**src/rtl/burst_pkg.sv**
```systemverilog
package burst_pkg;
  typedef enum logic {
    ORD_LINEAR = 1'b0,
    ORD_XOR    = 1'b1
  } order_e;
endpackage

```
**src/rtl/burst_ctx_reg.sv**
```systemverilog
module burst_ctx_reg
  import burst_pkg::*;
#(
  parameter int OFS_W = 2
) (
  input  logic             clk,
  input  logic             rst_n,
  input  logic             load,
  input  logic [OFS_W-1:0] start,
  input  logic             seq_sel,
  output logic [OFS_W-1:0] base_q,
  output order_e           order_q
);
  // Burst context: captured once per burst, frozen until the next load.
  always_ff @(posedge clk) begin
    if (!rst_n) begin
      base_q  <= '0;
      order_q <= ORD_LINEAR;
    end else if (load) begin
      base_q  <= start;
      order_q <= order_e'(seq_sel);
    end
  end

  // the order cannot move without a load
  assert_order_frozen_R9: assert property (@(posedge clk) disable iff (!rst_n)
    !load |=> order_q == $past(order_q));
endmodule

```
**src/rtl/burst_beat_ctr.sv**
```systemverilog
module burst_beat_ctr #(
  parameter int OFS_W = 2
) (
  input  logic             clk,
  input  logic             rst_n,
  input  logic             load,
  input  logic             step_n,
  output logic [OFS_W-1:0] beat_q
);
  localparam logic [OFS_W-1:0] ONE = OFS_W'(1);

  // Beats taken since the load; wraps naturally at 2**OFS_W.
  always_ff @(posedge clk) begin
    if (!rst_n)       beat_q <= '0;
    else if (load)    beat_q <= '0;
    else if (!step_n) beat_q <= beat_q + ONE;
  end

  // a load cycle restarts the count even if a step is requested
  assert_load_restarts_R3: assert property (@(posedge clk) disable iff (!rst_n)
    load |=> beat_q == '0);
endmodule

```
**src/rtl/burst_order_map.sv**
```systemverilog
module burst_order_map
  import burst_pkg::*;
#(
  parameter int OFS_W = 2
) (
  input  logic [OFS_W-1:0] base,
  input  logic [OFS_W-1:0] beat,
  input  order_e           order,
  output logic [OFS_W-1:0] offset
);
  logic [OFS_W-1:0] lin_ofs;
  logic [OFS_W-1:0] xor_ofs;

  assign lin_ofs = base + beat;

  for (genvar b = 0; b < OFS_W; b++) begin : g_xor_bit
    assign xor_ofs[b] = base[b] ^ beat[b];
  end

  always_comb begin
    unique case (order)
      ORD_XOR: offset = xor_ofs;
      default: offset = lin_ofs;
    endcase
  end
endmodule

```
**src/rtl/burst_addr_gen.sv**
```systemverilog
module burst_addr_gen
  import burst_pkg::*;
#(
  parameter int OFS_W = 2
) (
  input  logic             clk,
  input  logic             rst_n,
  input  logic             load,
  input  logic [OFS_W-1:0] start,
  input  logic             step_n,
  input  logic             seq_sel,
  output logic [OFS_W-1:0] addr_lo
);
  localparam logic [OFS_W-1:0] ONE = OFS_W'(1);

  logic [OFS_W-1:0] base_q;
  logic [OFS_W-1:0] beat_q;
  order_e           order_q;

  burst_ctx_reg #(.OFS_W(OFS_W)) u_ctx (
    .clk(clk), .rst_n(rst_n), .load(load), .start(start),
    .seq_sel(seq_sel), .base_q(base_q), .order_q(order_q)
  );

  burst_beat_ctr #(.OFS_W(OFS_W)) u_beat (
    .clk(clk), .rst_n(rst_n), .load(load), .step_n(step_n), .beat_q(beat_q)
  );

  burst_order_map #(.OFS_W(OFS_W)) u_map (
    .base(base_q), .beat(beat_q), .order(order_q), .offset(addr_lo)
  );

  assert_load_takes_start_R2: assert property (@(posedge clk) disable iff (!rst_n)
    load |=> addr_lo == $past(start));

  assert_hold_when_idle_R5: assert property (@(posedge clk) disable iff (!rst_n)
    !load && step_n |=> $stable(addr_lo));

  assert_step_moves_R4: assert property (@(posedge clk) disable iff (!rst_n)
    !load && !step_n |=> addr_lo != $past(addr_lo));

  assert_linear_step_R6: assert property (@(posedge clk) disable iff (!rst_n)
    !load && !step_n && order_q == ORD_LINEAR |=> addr_lo == $past(addr_lo) + ONE);

  assert_xor_step_R7: assert property (@(posedge clk) disable iff (!rst_n)
    !load && !step_n && order_q == ORD_XOR |=>
      (addr_lo ^ $past(addr_lo)) == ($past(beat_q) ^ ($past(beat_q) + ONE)));
endmodule

```
**config.mk**
```make
export PLATFORM = sky130hd
export DESIGN_NAME = burst_addr_gen
export DESIGN_NICKNAME = d
export VERILOG_FILES = /design/src/rtl/burst_pkg.sv /design/src/rtl/burst_ctx_reg.sv /design/src/rtl/burst_beat_ctr.sv /design/src/rtl/burst_order_map.sv /design/src/rtl/burst_addr_gen.sv
export SDC_FILE = /design/constraint.sdc
export NUM_CORES = 1
export LEC_CHECK = 0
export BUFFER_PORTS_ARGS = -buffer_cell sky130_fd_sc_hd__buf_2
export CAP_MARGIN = 15
export CORE_AREA = 3 3 40 42
export DETAILED_ROUTE_END_ITERATION = 8
export DIE_AREA = 0 0 43 45
export PLACE_DENSITY_LB_ADDON = 0.3
export SYNTH_ARGS = -nofsm -noshare
export SYNTH_HDL_FRONTEND = slang
export SYNTH_SLANG_ARGS = --single-unit
```
**constraint.sdc**
```tcl
create_clock -name clk -period 0.8 [get_ports clk]
set_clock_uncertainty 0.05 [all_clocks]
set_input_delay 0.08 -clock clk [delete_from_list [all_inputs] [get_ports clk]]
set_output_delay 0.08 -clock clk [all_outputs]
set_load 0.01 [all_outputs]
```
==> impl_metrics.json <==
{
  "instances_no_fill": 51,
  "p_comb_frac": 0.154,
  "fill_cells": 133,
  "met1_usage": 0.0510,
  "grt_max_degree": 5,
  "critPathMaxFanout": 2,
  "initial_core_util": 0.186,
  "rsz0062_at_grt": "true",
  "cts-root-buf": "clkbuf_4",
  "ioPinCount": 9,
  "wl_per_cell_um": 8.96,
  "antenna_found_initial": 0,
  "power_density_nw_per_um2": 1740,
  "hpwlAfterDp_um": 388,
  "synth_top_area_share": 0.419,
  "synth_cell_type_count": 11,
  "die_area_um2": 1940,
  "syn-num-nets": 30,
  "leakagePower_nw": 0.168,
  "yosysTopAreaCell": "dfxtp_1",
  "via_per_inst": 3.78,
  "dieWidth_um": 43,
  "ys_ff_latch": 5,
  "dp_slack_ns": -0.220,
  "yosys_warnings": 0,
  "vdd_drop_max_mv": 0.970,
  "worst_setup_path_end_kind": "primary output",
  "clkPwrFrac": 0.434,
  "met3_usage": 0.0677,
  "area_delta_synth_final_pct": 61.8,
  "vias": 193,
  "ff2ff_path_depth": 5,
  "critical_path.startpoint": "u_beat.beat_q[0]",
  "synth_area_um2": 239,
  "drt-total-wl_um": 457,
  "seq_power_share": 0.411,
  "hold_class": "input pin to flop",
  "drive_above_1_share": 0.611,
  "drcViolationCount": 0,
  "post-place-cells": 46,
  "relSlewSlack": 0.861,
  "portBuffers": 8,
  "setup_slack_ns": -0.436,
  "numCtsBuffers": 3,
  "grt_pass1_vias": 169,
  "track_usage": 0.0559,
  "clk_path_buf_depth": 2,
  "start_kind": "flop",
  "num_rows": 13,
  "overflow": 0,
  "violations": "setup timing",
  "die_h_um": 45,
  "outcome": "finished with violations",
  "max_freq_mhz": 809,
  "gp_congestion": 0.655,
  "met2_usage": 0.0778,
  "timing.rr.end": "u_beat.beat_q[1]",
  "firstDrtPassIters": 2,
  "gr-max-usage-layer": "met2",
  "switchingPower_uw": 153,
  "drv_slew": 0,
  "yosysSeqAreaShare": 0.419,
  "h-tree-depth": 1,
  "grt_pass1_wl_um": 724,
  "arrival_ns": 1.11,
  "clkLatencyLatePin_ns": 0.24,
  "drt_iter0_drc": 1,
  "hold_viol": 0,
  "crit_end": "addr_lo[1]",
  "diodes": 0,
  "required_ns": 0.67,
  "worst-r2r-setup-slack_ns": -0.24,
  "cts_tree": "yes",
  "coreArea_um2": 1280,
  "drv_cap": 0,
  "nNetsFinal": 45,
  "tns_ns": -1.09,
  "layout_commonest_cell": "buf_2",
  "swShare": 0.229,
  "netlist_instances": 22,
  "ant_nets": 0,
  "setup_viol": 4,
  "intPower_uw": 517,
  "rr_startpoint": "u_beat.beat_q[0]",
  "syn_area_per_cell_um2": 10.9,
  "critical_path_class": "flop to primary output",
  "tightest_slew_ns": 0.208,
  "layout_min_cycle_time_ns": 1.24,
  "cts.sinks": 5,
  "period_share": 1.54,
  "clkTransAtPathRegs_ns": 0.04,
  "synthTopCellsByArea": "dfxtp_1, mux2i_1, xnor2_1"
}
==> Yosys cell counts <==
master    count
xnor2_1       3
nand2b_1      1
clkbuf_1      1
nor3_2        1
nor2b_4       1
nor2b_1       4
mux2i_1       3
ha_1          1
nor2_1        1
dfxtp_1       5
and2b_1       1
==> worst min path at each step <==
stage,slack [ns],cells after the start,from,end
final,0.03,2,rst_n,u_ctx.base_q[0]
after global routing,0.03,2,rst_n,u_ctx.base_q[0]
after CTS,0.03,2,rst_n,u_ctx.base_q[0]
after global placement,0.28,2,rst_n,u_ctx.base_q[0]
after detailed placement,0.29,2,rst_n,u_ctx.base_q[0]
after floorplan,0.16,1,rst_n,u_ctx.base_q[0]
==> what timing repair did <==
item                                    4_1_cts  5_1_grt
hold buffers                                  0        0
endpoints found under the setup margin        4        4
resized for setup                             2        0
buffers inserted                              0        1
pin swaps                                     2        0
==> final cells by class <==
class,instances,area (µm²),area share
Sequential cell,5,103,0.265
Multi-Input combinational cell,16,170,0.440
Tap cell,15,18.8,0.0485
Clock buffer,4,26.3,0.0680
Timing Repair Buffer,11,68.8,0.178
==> layer usage <==
metal	vias up	wire length, µm	part of all wire
li1	99	-	-
met1	87	163	0.36
met2	7	237	0.52
met3	0	56	0.12
met4	0	0	0
met5	-	0	0
==> cells by family (layout without fill, tap and decap cells) <==
logic type,Yosys count,count (layout),synth area share
buffers and inverters,1,15,0.0157
and+or+nand+nor,9,9,0.277
muxes,3,3,0.126
DFF,5,5,0.419
xor gates and xnor gates,3,3,0.110
adders and majority gates,1,1,0.0523
==> power by group through the flow <==
stage	clock [mW]	combinational [mW]	sequential, mW
2_1_floorplan	0	0.0549	0.278
3_3_place_gp	0	0.0880	0.279
3_5_place_dp	0	0.0914	0.279
4_1_cts	0.311	0.103	0.276
5_1_grt	0.330	0.114	0.277
6_report	0.291	0.104	0.276
==> sequential cells by signal, indices dropped and copies added (netlist names) <==
register	flops
u_ctx.order_q	1
u_beat.beat_q	2
u_ctx.base_q	2
==> through the flow <==
stage	util	cell area [µm²]	hold slack, ns	power (mW)
2_1_floorplan	-	270	0.158	0.333
3_3_place_gp	0.264	339	0.281	0.367
3_5_place_dp	0.264	339	0.286	0.371
4_1_cts	0.295	379	0.0272	0.690
5_1_grt	0.301	387	0.0347	0.720
6_report	0.301	387	0.0344	0.671
==> worst max-delay path, cell delays in order (launching register included) <==
cell and delay [ns]:
dfxtp_2 0.34, ha_4 0.12, nor2b_4 0.14, xnor2_2 0.11, buf_2 0.14
(Power assumes the default switching activity.)
